**src/rtl/cmon_pkg.sv**
```systemverilog
package cmon_pkg;

    typedef enum logic [1:0] {
        HB_IDLE  = 2'd0,
        HB_WAIT  = 2'd1,
        HB_PULSE = 2'd2
    } hb_state_e;

    typedef enum logic {
        JB_RUN  = 1'b0,
        JB_LOCK = 1'b1
    } jb_state_e;

    function automatic int max2(input int a, input int b);
        return (a > b) ? a : b;
    endfunction

endpackage

```
**src/rtl/cmon_overlap.sv**
```systemverilog
module cmon_overlap (
    input  logic clk,
    input  logic rst_n,
    input  logic tx_en,
    input  logic rx_act,
    input  logic full_dup,
    output logic ovl_o
);

    typedef struct packed {
        logic ovl;
    } ovl_st_t;

    ovl_st_t s_d, s_q;

    always_comb begin
        s_d     = s_q;
        s_d.ovl = tx_en && rx_act && !full_dup;
    end

    always_ff @(posedge clk or negedge rst_n) begin
        if (!rst_n) s_q <= '0;
        else        s_q <= s_d;
    end

    assign ovl_o = s_q.ovl;

endmodule

```
**src/rtl/cmon_heartbeat.sv**
```systemverilog
module cmon_heartbeat
    import cmon_pkg::*;
#(
    parameter int DLY_TICKS = 12,
    parameter int LEN_TICKS = 10
) (
    input  logic clk,
    input  logic rst_n,
    input  logic tick,
    input  logic tx_en,
    input  logic spd100,
    input  logic full_dup,
    input  logic hb_en,
    output logic hb_o
);

    localparam int CW = $clog2(max2(DLY_TICKS, LEN_TICKS) + 1);
    localparam logic [CW-1:0] DLY_LAST = CW'(DLY_TICKS - 1);
    localparam logic [CW-1:0] LEN_LAST = CW'(LEN_TICKS - 1);

    typedef struct packed {
        hb_state_e     st;
        logic          tx;
        logic [CW-1:0] cnt;
    } hb_st_t;

    hb_st_t s_d, s_q;
    logic   eligible;

    always_comb begin
        eligible = !spd100 && !full_dup && hb_en;
        s_d      = s_q;
        s_d.tx   = tx_en;
        case (s_q.st)
            HB_IDLE: begin
                if (s_q.tx && !tx_en && eligible) begin
                    s_d.st  = HB_WAIT;
                    s_d.cnt = '0;
                end
            end
            HB_WAIT: begin
                if (!eligible || tx_en) begin
                    s_d.st  = HB_IDLE;
                    s_d.cnt = '0;
                end else if (tick) begin
                    if (s_q.cnt == DLY_LAST) begin
                        s_d.st  = HB_PULSE;
                        s_d.cnt = '0;
                    end else begin
                        s_d.cnt = s_q.cnt + 1'b1;
                    end
                end
            end
            HB_PULSE: begin
                if (!eligible) begin
                    s_d.st  = HB_IDLE;
                    s_d.cnt = '0;
                end else if (tick) begin
                    if (s_q.cnt == LEN_LAST) begin
                        s_d.st  = HB_IDLE;
                        s_d.cnt = '0;
                    end else begin
                        s_d.cnt = s_q.cnt + 1'b1;
                    end
                end
            end
            default: begin
                s_d.st  = HB_IDLE;
                s_d.cnt = '0;
            end
        endcase
    end

    always_ff @(posedge clk or negedge rst_n) begin
        if (!rst_n) s_q <= '{st: HB_IDLE, tx: 1'b0, cnt: '0};
        else        s_q <= s_d;
    end

    assign hb_o = (s_q.st == HB_PULSE);

endmodule

```
**src/rtl/cmon_jabber.sv**
```systemverilog
module cmon_jabber
    import cmon_pkg::*;
#(
    parameter int ON_TICKS  = 850000,
    parameter int OFF_TICKS = 5000000
) (
    input  logic clk,
    input  logic rst_n,
    input  logic tick,
    input  logic tx_en,
    input  logic spd100,
    input  logic jab_clr,
    output logic act_o,
    output logic seen_o
);

    localparam int CW = $clog2(max2(ON_TICKS, OFF_TICKS) + 1);
    localparam logic [CW-1:0] ON_LAST  = CW'(ON_TICKS - 1);
    localparam logic [CW-1:0] OFF_LAST = CW'(OFF_TICKS - 1);

    typedef struct packed {
        jb_state_e     st;
        logic          seen;
        logic [CW-1:0] cnt;
    } jb_st_t;

    jb_st_t s_d, s_q;

    always_comb begin
        s_d      = s_q;
        s_d.seen = s_q.seen && !jab_clr;
        case (s_q.st)
            JB_RUN: begin
                if (tx_en && !spd100) begin
                    if (tick) begin
                        if (s_q.cnt == ON_LAST) begin
                            s_d.st   = JB_LOCK;
                            s_d.cnt  = '0;
                            s_d.seen = 1'b1;
                        end else begin
                            s_d.cnt = s_q.cnt + 1'b1;
                        end
                    end
                end else begin
                    s_d.cnt = '0;
                end
            end
            JB_LOCK: begin
                if (tick) begin
                    if (s_q.cnt == OFF_LAST) begin
                        s_d.st  = JB_RUN;
                        s_d.cnt = '0;
                    end else begin
                        s_d.cnt = s_q.cnt + 1'b1;
                    end
                end
            end
            default: begin
                s_d.st  = JB_RUN;
                s_d.cnt = '0;
            end
        endcase
    end

    always_ff @(posedge clk or negedge rst_n) begin
        if (!rst_n) s_q <= '{st: JB_RUN, seen: 1'b0, cnt: '0};
        else        s_q <= s_d;
    end

    assign act_o  = (s_q.st == JB_LOCK);
    assign seen_o = s_q.seen;

endmodule

```
**src/rtl/col_hb_jab_mon.sv**
```systemverilog
module col_hb_jab_mon #(
    parameter int HB_DLY_TICKS  = 12,
    parameter int HB_LEN_TICKS  = 10,
    parameter int JAB_ON_TICKS  = 850000,
    parameter int JAB_OFF_TICKS = 5000000
) (
    input  logic clk,
    input  logic rst_n,
    input  logic tick,
    input  logic tx_en,
    input  logic rx_act,
    input  logic spd100,
    input  logic full_dup,
    input  logic hb_en,
    input  logic jab_clr,
    output logic col_o,
    output logic jab_act_o,
    output logic jab_seen_o,
    output logic tx_inh_o
);

    logic ovl;
    logic hb;
    logic jab_act;
    logic jab_seen;

    cmon_overlap i_ovl (
        .clk      (clk),
        .rst_n    (rst_n),
        .tx_en    (tx_en),
        .rx_act   (rx_act),
        .full_dup (full_dup),
        .ovl_o    (ovl)
    );

    cmon_heartbeat #(
        .DLY_TICKS (HB_DLY_TICKS),
        .LEN_TICKS (HB_LEN_TICKS)
    ) i_hb (
        .clk      (clk),
        .rst_n    (rst_n),
        .tick     (tick),
        .tx_en    (tx_en),
        .spd100   (spd100),
        .full_dup (full_dup),
        .hb_en    (hb_en),
        .hb_o     (hb)
    );

    cmon_jabber #(
        .ON_TICKS  (JAB_ON_TICKS),
        .OFF_TICKS (JAB_OFF_TICKS)
    ) i_jab (
        .clk     (clk),
        .rst_n   (rst_n),
        .tick    (tick),
        .tx_en   (tx_en),
        .spd100  (spd100),
        .jab_clr (jab_clr),
        .act_o   (jab_act),
        .seen_o  (jab_seen)
    );

    assign col_o      = ovl || hb;
    assign jab_act_o  = jab_act;
    assign jab_seen_o = jab_seen;
    assign tx_inh_o   = jab_act;

endmodule

```
**config.mk**
```make
export PLATFORM = sky130hd
export DESIGN_NAME = col_hb_jab_mon
export DESIGN_NICKNAME = d
export VERILOG_FILES = /design/src/rtl/cmon_pkg.sv /design/src/rtl/cmon_overlap.sv /design/src/rtl/cmon_heartbeat.sv /design/src/rtl/cmon_jabber.sv /design/src/rtl/col_hb_jab_mon.sv
export SDC_FILE = /design/constraint.sdc
export NUM_CORES = 1
export LEC_CHECK = 0
export BUFFER_PORTS_ARGS = -buffer_cell sky130_fd_sc_hd__buf_2
export CAP_MARGIN = 0
export CORE_UTILIZATION = 30
export CTS_BUF_LIST = sky130_fd_sc_hd__clkbuf_16
export CTS_CLUSTER_DIAMETER = 60
export CTS_CLUSTER_SIZE = 12
export DETAILED_ROUTE_END_ITERATION = 16
export GPL_TIMING_DRIVEN = 0
export PLACE_DENSITY_LB_ADDON = 0.15
export SLEW_MARGIN = 10
export SYNTH_ARGS = -nofsm -noshare
export SYNTH_HDL_FRONTEND = slang
export SYNTH_SLANG_ARGS = --single-unit
```
**constraint.sdc**
```tcl
create_clock -name clk -period 2.6 [get_ports clk]
set_clock_uncertainty 0.05 [all_clocks]
set_input_delay 0.78 -clock clk [delete_from_list [all_inputs] [get_ports clk]]
set_output_delay 0.78 -clock clk [all_outputs]
set_load 0.05 [all_outputs]
```
* Yosys cells after proc, flatten, opt, wreduce, memory -nomap -nowiden
Cells that the tools add are included.
** Storage, ports and cells
- Register bits after elaboration :: 33
- Bits in latches :: 0
- RAM bits :: 0
- Memory bits (read-only) :: 0
- Input port bits :: 9
- Output and inout bits :: 4
- Memories kept :: 0
** Cells by class
- Add/sub/neg operators :: 2
- $mul :: 0
- Divide/modulo/power cells :: 0
- Order comparisons :: 0
- Equality and inequality tests :: 13
- Shift operators :: 0
- Mux-type cells :: 28
- Bitwise gates (word level) :: 1
- Reductions and logical operators :: 19
** Operators with widths (number)
- 23-bit two-way mux :: 4
- 23-bit one-hot mux with 2 select lines :: 1
- 4-bit two-way mux :: 7
- 25-bit two-way mux :: 1
- 23-bit by 1-bit adder with 23-bit output, second input constant :: 1
- 23-bit by 20-bit equality test with 1-bit output, second input constant :: 1
- 23-bit equality test, second input constant :: 1
- 2-bit two-way mux :: 9
- 4-bit one-hot mux with 3 select lines :: 1
- 3-bit != test, second input constant :: 3
- 4-bit equality test, second input constant :: 2
- 1-bit logical AND :: 8
- 2-bit one-hot mux with 3 select lines :: 1
- 1-bit logical NOT :: 5
- 5-bit AND reduction :: 1
- 4-bit by 1-bit adder with 4-bit output, second input constant :: 1
- 1-bit two-way mux :: 3
- 3-bit by 1-bit != test with 1-bit output, second input constant :: 1
- 3-bit by 2-bit != test with 1-bit output, second input constant :: 1
- 3-bit AND reduction :: 1
- 2-bit by 1-bit equality test with 1-bit output, second input constant :: 1
- 2-bit equality test, second input constant :: 1
- 2-bit logical NOT :: 1
- 1-bit logical OR :: 2
- other kinds (5) :: 5

* Longest topological paths before layout
Gate-level depths: netlist of run 1.
- Word-level depth :: 7
- Depth in mapped cells :: 7
- Gate-level depth less buffers :: 7

* By module
Synthesis of run 1 repeated with hierarchy kept, for this count alone.
** Unflattened totals
- Cell total of the unflattened synthesis :: 223
- Area, all modules :: 2153.3 sq um
** By module, submodules not included
- cmon_jabber :: instances 1, cells each 170, area each 1579.0 sq um
- cmon_heartbeat :: instances 1, cells each 49, area each 526.8 sq um
- cmon_overlap :: instances 1, cells each 2, area each 33.8 sq um
- col_hb_jab_mon :: instances 1, cells each 2, area each 13.8 sq um

* Least setup slack after synthesis of run 1
No wires, ideal clock.
- Kind :: in2reg
- From :: input port spd100
- To :: register i_hb.s_q[5] in the netlist's numbering
- Data arrival time :: 2.215 ns
- Data required time :: 2.425 ns
- Slack :: 0.210 ns
- Cell stages on the path :: 4
- Path buffers :: 0
- Path through :: or3b_1 o31ai_1 or2_2 mux2_2
** Between the ends
- Word-level cells in the longest chain between the ends :: 7
- Elaborated cells between the ends (all ways) :: 15
- Classes of those cells :: eq/ne (5); mux (3); reduce/logical (7)
** Ends and longest elaborated chain
- start: declaration :: RTL line col_hb_jab_mon.sv:12 : input logic spd100,
- 1-bit logical NOT (*) :: RTL line cmon_heartbeat.sv:31 : eligible = !spd100 && !full_dup && hb_en;
- 1-bit logical AND (*) (2 in series) :: RTL line cmon_heartbeat.sv:31
- 1-bit logical NOT :: RTL line cmon_heartbeat.sv:42 : if (!eligible || tx_en) begin
- 1-bit logical OR :: RTL line cmon_heartbeat.sv:42
- 3-bit by 1-bit != test with 1-bit output (no source line) (tied with other cells)
- 5-bit AND reduction (no source line) or 2-bit one-hot mux with 3 select lines (tied branches)
- end signal: assignment :: RTL line cmon_heartbeat.sv:75 : if (!rst_n) s_q <= '{st: HB_IDLE, tx: 1'b0, cnt: '0};
- end: declaration :: RTL line cmon_heartbeat.sv:27 : hb_st_t s_d, s_q;
Mark *: on every way between the ends. The rest lies on a longest branch, timed or not.
A chain may end at the register's enable or synchronous reset.

* Worst setup path in the final report of run 1
Same ends and word-level chain as after synthesis.

==> results of run 1 <==
[kinds of logic after synthesis]
group / Yosys count / synth area share
AO/OA/AOI/OAI: 26 / 0.0880
flip-flops: 33 / 0.433
AND/OR/NAND/NOR: 116 / 0.313
multiplexers: 2 / 0.0118
XOR/XNOR: 17 / 0.0781
buffers and inverters: 12 / 0.0296
adder cells (fa/ha/maj): 7 / 0.0460
[per-layer routing]
metal | vias up | wire (um)
li1 | 786 | -
met1 | 760 | 2100
met2 | 24 | 2030
met3 | 4 | 177
met4 | 0 | 46
met5 | - | 0
[placed cells by master (no fill, tap or decap)]
cell	Yosys	routed
or4_1	1	1
nand3b_1	3	3
o21ai_0	10	10
clkinv_1	0	2
mux2_2	2	2
nand4b_1	2	2
o41ai_1	1	1
clkinv_2	0	1
nand2_1	17	17
buf_4	1	1
or3b_1	1	1
buf_6	1	1
xnor2_1	1	1
o211ai_1	4	4
buf_2	0	12
nor4_1	3	3
o31ai_1	2	2
a21oi_1	4	4
clkbuf_16	0	5
o21bai_1	1	1
nand4_1	13	13
or3b_2	1	1
ha_1	7	7
or3_1	1	1
nor2_1	35	35
nand2b_1	5	5
a31oi_1	2	2
nor4b_1	1	1
inv_1	8	8
or4bb_1	2	2
and3_1	3	3
or2_2	4	4
dfrtp_1	33	33
xor2_1	16	16
nor3_1	4	4
nand3_1	17	17
nor2b_1	3	3
a22oi_1	1	1
clkbuf_1	2	2
o21ai_4	1	1
[how the worst min path moves through the flow]
| stage | from | to | slack [ps] | cells after the start |
|---|---|---|---|---|
| after global routing | i_jab.s_q[1] | i_jab.s_q[1] | 510 | 2 |
| final | i_jab.s_q[1] | i_jab.s_q[1] | 460 | 2 |
| after floorplan | rst_n | i_hb.s_q[0] | 430 | 0 |
| after CTS | i_jab.s_q[1] | i_jab.s_q[1] | 470 | 2 |
| after detailed placement | i_jab.s_q[1] | i_jab.s_q[1] | 460 | 2 |
| after global placement | i_jab.s_q[1] | i_jab.s_q[1] | 450 | 2 |
[metrics by stage]
step / utilization / worst slack, ps / std cells
6_report: 0.365 / 108 / 308
3_3_place_gp: 0.342 / -171 / 300
4_1_cts: 0.365 / 140 / 308
2_1_floorplan: - / 210 / 213
3_5_place_dp: 0.342 / -154 / 300
5_1_grt: 0.365 / 7.82 / 308
[registers in the layout, indices dropped and copies added (netlist names)]
register      count
i_hb.s_q          7
i_jab.seen_o      1
i_ovl.ovl_o       1
i_jab.act_o       1
i_jab.s_q        23
[cell type report]
cell class,count,area (sq um)
fillers,638,3830
multi-input cells,168,1020
flip-flops and latches,33,826
clock buffers,5,125
well taps,75,93.8
repair buffers,12,60.1
inverters,8,30.0
plain buffers,4,26.3
clock inverters,3,12.5
[power groups by stage]
stage / Clock (mW) / Sequential (mW) / Combinational, mW
floorplan: 0 / 0.545 / 0.113
global placement: 0 / 0.547 / 0.161
detailed placement: 0 / 0.547 / 0.159
CTS: 0.572 / 0.538 / 0.159
global route: 0.602 / 0.541 / 0.182
finish: 0.557 / 0.538 / 0.157
[worst register-to-register path: stages (launching register included)]
cell and delay (ps):
dfrtp_1 390, inv_1 90, ha_1 160, nor2b_1 240, nor2_1 70, o31ai_1 620
or2_2 250, mux2_2 330
==> flow_metrics.tcl, run 1 <==
set metrics [dict create \
    reg2reg_depth 7 \
    holdWs_ps 462 \
    ctsResizeCount 0 \
    clockBufferDepth 2 \
    drive_gt1_frac 0.120 \
    r2r_end "i_hb.s_q[5]" \
    finalSetupTns_ps 0 \
    crit_fanout 7 \
    pwr-share-clk 0.445 \
    cpLargestDelayFamily "simple AND/OR/NAND/NOR gates" \
    grt_pass1_wl_mm 7.51 \
    synth.distinct_cells 36 \
    hold_buffers 0 \
    synth_seq_cells 33 \
    path_cells "buf_2 -> or3b_1 -> o31ai_1 -> or2_2 -> mux2_2" \
    crit_start "spd100" \
    syn-num-nets 229 \
    setup_viol 0 \
    synth_top_area_frac 0.433 \
    async_reset_ff_frac 1.00 \
    rsz0062_at_grt "false" \
    clkTransAtPathRegs_ps 50 \
    combPwrFrac 0.125 \
    critPathSlowestCell "o31ai_1" \
    critPathArrivalTime_ps 2600 \
    crit_path_start_kind "input pin" \
    swShare 0.253 \
    ctsHtreeMaxLevel 2 \
    rrSetupSlack_ps 290 \
    detail-route-antenna-nets 0 \
    diodes 0 \
    grt_util_met2 0.244 \
    grt_use_met1 0.192 \
    timing_hold_violations_final 0 \
    vias_per_cell 5.11 \
    synth_top_flop_cell "dfrtp_1" \
    yosysSeqAreaShare 0.433 \
    syn2layout_area_growth_pct 15.3 \
    die_w_um 81.7 \
    period_share 0.959 \
    final_max_slew_viol_count 0 \
    crit_required_ps 2710 \
    grt_pass1_vias 1530 \
    grt_overflow_total 0 \
    power_leakage_nw 0.881 \
    crit_end "i_hb.s_q[5]" \
    cts_sinks 33 \
    gp_congestion 0.771 \
    power_switching_mw 0.317 \
    hpwl_mm 3.16 \
    grt_use_total 0.153 \
    wirelength_mm 4.35 \
    root_buffer "clkbuf_16" \
    yosys.cell_count.top_type "nor2_1" \
    worstHoldPathType "flop to flop" \
    num_rows 28 \
    r2r-start "i_hb.s_q[6]" \
    p_int_mw 0.935 \
    die_h_um 81.7 \
    seqPwrFrac 0.430 \
    grt-busiest-layer "met2" \
    tritoncts "yes" \
    dr.first_iter.drc_count 107 \
    grt_max_degree 34 \
    avgSynthCellArea_sq_um 8.95 \
    slew_headroom 0.368 \
    drt_pre_antenna_iters 4 \
    crit_type "input pin to flop" \
    antenna_found_initial 0 \
    min_period_ps 2490 \
    wire_per_inst_um 14.1 \
    cts_buffers 5 \
    cp.depth 5 \
    outcome "complete, no violations" \
    post-route-drc-count 0 \
    synth_area_sq_mm 0.00191 \
    met3_usage 0.0511 \
    critPathBufInv 1 \
    io_buffers 12 \
    ios 13 \
    yosys-top-cells-count "nor2_1, dfrtp_1, nand2_1, nand3_1, xor2_1" \
    synth.area.top_cells "dfrtp_1, xor2_1, nor2_1" \
    synth_edf_count 0 \
    start_util 0.316 \
    detailed_place.area_sq_mm 0.00206 \
    powerDensity_mw_per_mm2 570 \
    worstSetupEndpointType "flop" \
    total_power_mw 1.25 \
    fin_area_sq_mm 0.00220 \
    yosysWarnings 0 \
    maxCapViolCount 0 \
    yosysTopAreaCell "dfrtp_1" \
    core-area_sq_mm 0.00603 \
    cpPeakStageDelay_ps 680 \
    fin_nets 248 \
    worstSkewPairLatency_ps 280 \
    netlist_instances 213 \
    fmax_mhz 401 \
    post_cts_buffers 0 \
    dieArea_sq_mm 0.00667 \
    vias 1574 \
    ir_drop_mv 0.242 \
    worst_slew_pin_slew_ps 940 \
]
Power figures use the tool's default switching activity.
==> run 2: changes to the inputs <==
REMOVE_ABC_BUFFERS = 1   (was unset)
==> flow_metrics.tcl, run 2 (same netlist as run 1, synthesis figures left out) <==
set metrics [dict create \
    regMostFlops "i_jab.s_q" \
    outcome "complete, no violations" \
    num_rows 28 \
    whs_path_depth 2 \
    hpwl_mm 3.03 \
    crit_type "input pin to flop" \
    mostFrequentLayoutCells "nor2_1, dfrtp_1, nand3_1, nand2_1, xor2_1" \
    gp_congestion 0.749 \
    detail-route-antenna-nets 0 \
    clkTransAtPathRegs_ps 60 \
    maxCapViolCount 0 \
    drt_pre_antenna_iters 4 \
    powerDensity_mw_per_mm2 658 \
    power_leakage_nw 0.893 \
    stdcell_count 304 \
    crit_path_start_kind "input pin" \
    ctsHtreeMaxLevel 2 \
    fin_nets 244 \
    hp-start "i_jab.s_q[1]" \
    crit_fanout 14 \
    drive_gt1_frac 0.127 \
    ir_drop_mv 0.327 \
    die_h_um 81.7 \
    finalSetupTns_ps 0 \
    root_buffer "clkbuf_16" \
    setup_viol 0 \
    top_regs "i_jab.s_q x23, i_hb.s_q x7" \
    ios 13 \
    post-route-drc-count 0 \
    dr.first_iter.drc_count 61 \
    rrSetupSlack_ps 400 \
    setup_slack_ps 277 \
    grt_pass1_vias 1493 \
    worstSetupEndpointType "flop" \
    grt_max_degree 34 \
    critPathArrivalTime_ps 2410 \
    syn2layout_area_growth_pct 16.9 \
    wire_per_inst_um 14.2 \
    r2r-start "i_jab.s_q[9]" \
    dp_slack_ps -224 \
    cts_buffers 5 \
    worstSkewPairLatency_ps 280 \
    vias 1554 \
    vias_per_cell 5.11 \
    final_max_slew_viol_count 0 \
    fmax_mhz 431 \
    antenna_found_initial 0 \
    die_w_um 81.7 \
    dp_cells 296 \
    tritoncts "yes" \
    largest_reg_flops 23 \
    grt_pass1_wl_mm 7.14 \
    cts_sinks 33 \
    mostFrequentLayoutCell "nor2_1" \
    grt_overflow_total 0 \
    r2r_end "i_jab.s_q[14]" \
    period_share 0.893 \
    io_buffers 12 \
    start_util 0.316 \
    grt_use_total 0.142 \
    wirelength_mm 4.32 \
    post_cts_buffers 0 \
    worstHoldPathType "flop to flop" \
    min_to "i_jab.s_q[1]" \
    worst_slew_pin_slew_ps 1060 \
    dieArea_sq_mm 0.00667 \
    clockBufferDepth 2 \
    slew_headroom 0.295 \
    min_period_ps 2320 \
    crit_required_ps 2690 \
    timing_hold_violations_final 0 \
    reg2reg_depth 5 \
    total_power_mw 1.47 \
    rsz0062_at_grt "false" \
    core-area_sq_mm 0.00603 \
    diodes 0 \
]
[run 2: cell count changes in the layout (fill, tap and decap cells not counted)]
cell,previous run,this run
buf_4,1,0
bufinv_16,0,2
o31ai_1,2,1
clkinv_1,2,0
clkbuf_1,2,0
o31ai_2,0,1
buf_6,1,0
[run 2: worst max-delay path by stage]
stage,startpoint,to,slack (ps),cells after the start
floorplan,spd100,i_hb.s_q[5],210,4
global placement,spd100,i_hb.s_q[5],-240,5
detailed placement,spd100,i_hb.s_q[5],-220,5
CTS,spd100,i_hb.s_q[5],60,5
global route,tx_en,i_jab.s_q[21],110,6
finish,tx_en,i_jab.s_q[22],280,6
[run 2: power breakdown]
group | switching, mW | total, mW | internal [mW]
Combinational | 0.101 | 0.164 | 0.0630
Clock | 0.219 | 0.766 | 0.547
Sequential | 0.00975 | 0.537 | 0.528
[run 2: through the flow]
step	hold slack, ps	area, sq um	utilization
3_3_place_gp	455	2030	0.337
2_1_floorplan	426	1880	-
6_report	466	2230	0.370
3_5_place_dp	456	2030	0.337
5_1_grt	498	2230	0.370
4_1_cts	469	2220	0.369
[run 2: per-layer routing]
layer / track usage / part of all wire / vias up
met5: 0 / 0 / -
met3: 0.0344 / 0.037 / 5
met1: 0.190 / 0.52 / 746
met2: 0.221 / 0.43 / 23
li1: - / - / 780
met4: 0.0561 / 0.012 / 0
[run 2: timing repair]
item | 4_1_cts | 5_1_grt
resized for setup | 0 | 1
endpoints found under the setup margin | 0 | 1
hold buffers | 0 | 0
hold endpoints to repair | 0 | 0
[run 2: final cells by class]
type                       count  area [sq um]
clock buffer                   5           125
clock inverter                 3          65.1
fill                         624          3800
inverter                       8          30.0
multi-input combinational    168          1030
sequential                    33           826
tap                           75          93.8
timing repair buffer          12          60.1
[run 2: critical path, cell delays in order]
cell	delay (ps)
buf_2	130
nor2b_1	180
o21bai_1	830
nand4_1	230
xor2_1	210
nor2_1	60
==> run 3: changes to the inputs <==
ABC_AREA = 1   (was unset)
CELL_PAD_IN_SITES_DETAIL_PLACEMENT = 1   (was unset)
CELL_PAD_IN_SITES_GLOBAL_PLACEMENT = 1   (was unset)
==> flow_metrics.tcl, run 3 <==
set metrics [dict create \
    io_buffers 12 \
    synth_edf_count 0 \
    die_w_um 92.0 \
    wire_per_inst_um 14.4 \
    ctsResizeCount 0 \
    grt_pass1_vias 2339 \
    core-area_sq_mm 0.00777 \
    finalSetupTns_ps 0 \
    antenna_found_initial 0 \
    power_leakage_nw 1.40 \
    power_switching_mw 0.375 \
    yosys-top-cells-count "nand2_1, nor2_1, inv_1, nand3_1, dfrtp_1" \
    swShare 0.288 \
    hpwl_mm 5.55 \
    synth_top_flop_cell "dfrtp_1" \
    async_reset_ff_frac 1.00 \
    p_int_mw 0.926 \
    holdWs_ps 479 \
    yosysTopAreaCell "dfrtp_1" \
    netlist_instances 374 \
    drive_gt1_frac 0.129 \
    total_power_mw 1.30 \
    ctsHtreeMaxLevel 2 \
    cts_sinks 33 \
    num_rows 32 \
    synth_seq_cells 33 \
    yosysSeqAreaShare 0.340 \
    yosysWarnings 0 \
    crit_path_start_kind "flop" \
    timing_hold_violations_final 0 \
    worst_slew_pin_slew_ps 795 \
    outcome "complete, no violations" \
    vias_per_cell 4.66 \
    clkTransAtPathRegs_ps 50 \
    diodes 0 \
    synth_area_sq_mm 0.00243 \
    min_period_ps 2310 \
    cts_buffers 5 \
    synth.area.top_cells "dfrtp_1, nand2_1, nor2_1" \
    fin_nets 404 \
    yosys.cell_count.top_type "nand2_1" \
    final_max_slew_viol_count 0 \
    worstHoldPathType "flop to flop" \
    regMostFlops "i_jab.s_q" \
    fmax_mhz 433 \
    synth_top_area_frac 0.340 \
    detail-route-antenna-nets 0 \
    top_regs "i_jab.s_q x23, i_hb.s_q x7" \
    grt_overflow_total 0 \
    dieArea_sq_mm 0.00847 \
    clockBufferDepth 2 \
    die_h_um 92.0 \
    syn2layout_area_growth_pct 11.9 \
    worstSetupEndpointType "output pin" \
    finish.utilization 0.350 \
    dr.first_iter.drc_count 68 \
    grt_pass1_wl_mm 12.0 \
    path_cells "inv_1 -> ha_1 -> or2_2 -> buf_2" \
    combPwrFrac 0.147 \
    crit_fanout 4 \
    seqPwrFrac 0.417 \
    mostFrequentLayoutCell "nand2_1" \
    critPathSlowestCell "dfrtp_1" \
    slew_headroom 0.470 \
    avgSynthCellArea_sq_um 6.50 \
    crit_type "flop to output pin" \
    ios 13 \
    ir_drop_mv 0.203 \
    grt_use_total 0.186 \
    drt_pre_antenna_iters 4 \
    period_share 0.889 \
    cpPeakStageDelay_ps 360 \
    post_cts_buffers 0 \
    largest_reg_flops 23 \
    grt_max_degree 34 \
    hold_buffers 0 \
    mostFrequentLayoutCells "nand2_1, nor2_1, inv_1, nand3_1, dfrtp_1" \
    pwr-share-clk 0.436 \
    setup_viol 0 \
    start_util 0.313 \
    crit_required_ps 1770 \
    maxCapViolCount 0 \
    vias 2286 \
    wirelength_mm 7.05 \
    gp_congestion 0.836 \
    root_buffer "clkbuf_16" \
    rsz0062_at_grt "false" \
    synth.distinct_cells 31 \
    critPathArrivalTime_ps 1480 \
    tritoncts "yes" \
    powerDensity_mw_per_mm2 478 \
    worstSkewPairLatency_ps 280 \
    post-route-drc-count 0 \
]
-- run 3: cell count changes after synthesis, moves of 6 or more --
cell / change
inv_1: +42
inv_2: +11
nand2_1: +92
nand2_2: +8
nand3_1: +18
nor2_1: +23
nor2_2: +6
xor2_1: -8
-- run 3: path summary, 6_finish.rpt --
| check | startpoint | end | slack, ps | cells past startpoint |
|---|---|---|---|---|
| worst max register to register | i_jab.s_q[0] | i_jab.s_q[7] | 490 | 10 |
| worst min-delay path | i_jab.s_q[1] | i_jab.s_q[1] | 480 | 2 |
| max in group asynchronous | rst_n | i_hb.s_q[2] | 1460 | 1 |
| worst min register to register | i_jab.s_q[1] | i_jab.s_q[1] | 480 | 2 |
| min in group asynchronous | rst_n | i_jab.s_q[1] | 540 | 1 |
| worst max-delay path | i_hb.s_q[5] | col_o | 290 | 4 |
-- run 3: layout make-up --
class	instances	area, sq um
Clock buffer	5	125
Clock inverter	3	12.5
Fill cell	1035	5050
Inverter	63	236
Multi-Input combinational cell	273	1330
Sequential cell	33	826
Tap cell	102	128
Timing Repair Buffer	12	60.1
-- run 3: power by group through the flow --
stage	registers (mW)	clock network [mW]	logic, mW
4_1_cts	0.542	0.590	0.196
2_1_floorplan	0.551	0	0.118
5_1_grt	0.544	0.603	0.220
3_3_place_gp	0.550	0	0.188
6_report	0.542	0.567	0.191
3_5_place_dp	0.550	0	0.195
-- run 3: cell families (layout without fill, tap and decap cells) --
kind of cell / after synthesis / after routing / share of synthesized area
buffers and inverters: 68 / 83 / 0.112
and+or+nand+nor: 240 / 240 / 0.441
DFF: 33 / 33 / 0.340
xor gates and xnor gates: 9 / 9 / 0.0324
adders and majority gates: 7 / 7 / 0.0360
AOI/OAI and AO/OA: 17 / 17 / 0.0386
-- run 3: routing by layer --
layer	vias up	global-route usage	routed length [um]
li1	1182	-	-
met1	1080	0.254	3580
met2	20	0.307	3290
met3	4	0.0373	134
met4	0	0.0313	50
met5	-	0	0
-- run 3: through the flow --
step | setup WS (ps) | instance area, sq um | std cells
after CTS | 282 | 2720 | 491
final | 288 | 2720 | 491
after detailed placement | 245 | 2580 | 483
after global routing | 236 | 2720 | 491
after global placement | 248 | 2580 | 483
after floorplan | 566 | 2390 | 369
-- run 3: critical path: cells and delay by family (launching register included) --
| family | cells | cell delay (ps) |
|---|---|---|
| fa+ha+maj | 1 | 260 |
| flops | 1 | 360 |
| simple gates | 1 | 300 |
| buf+inv | 2 | 290 |
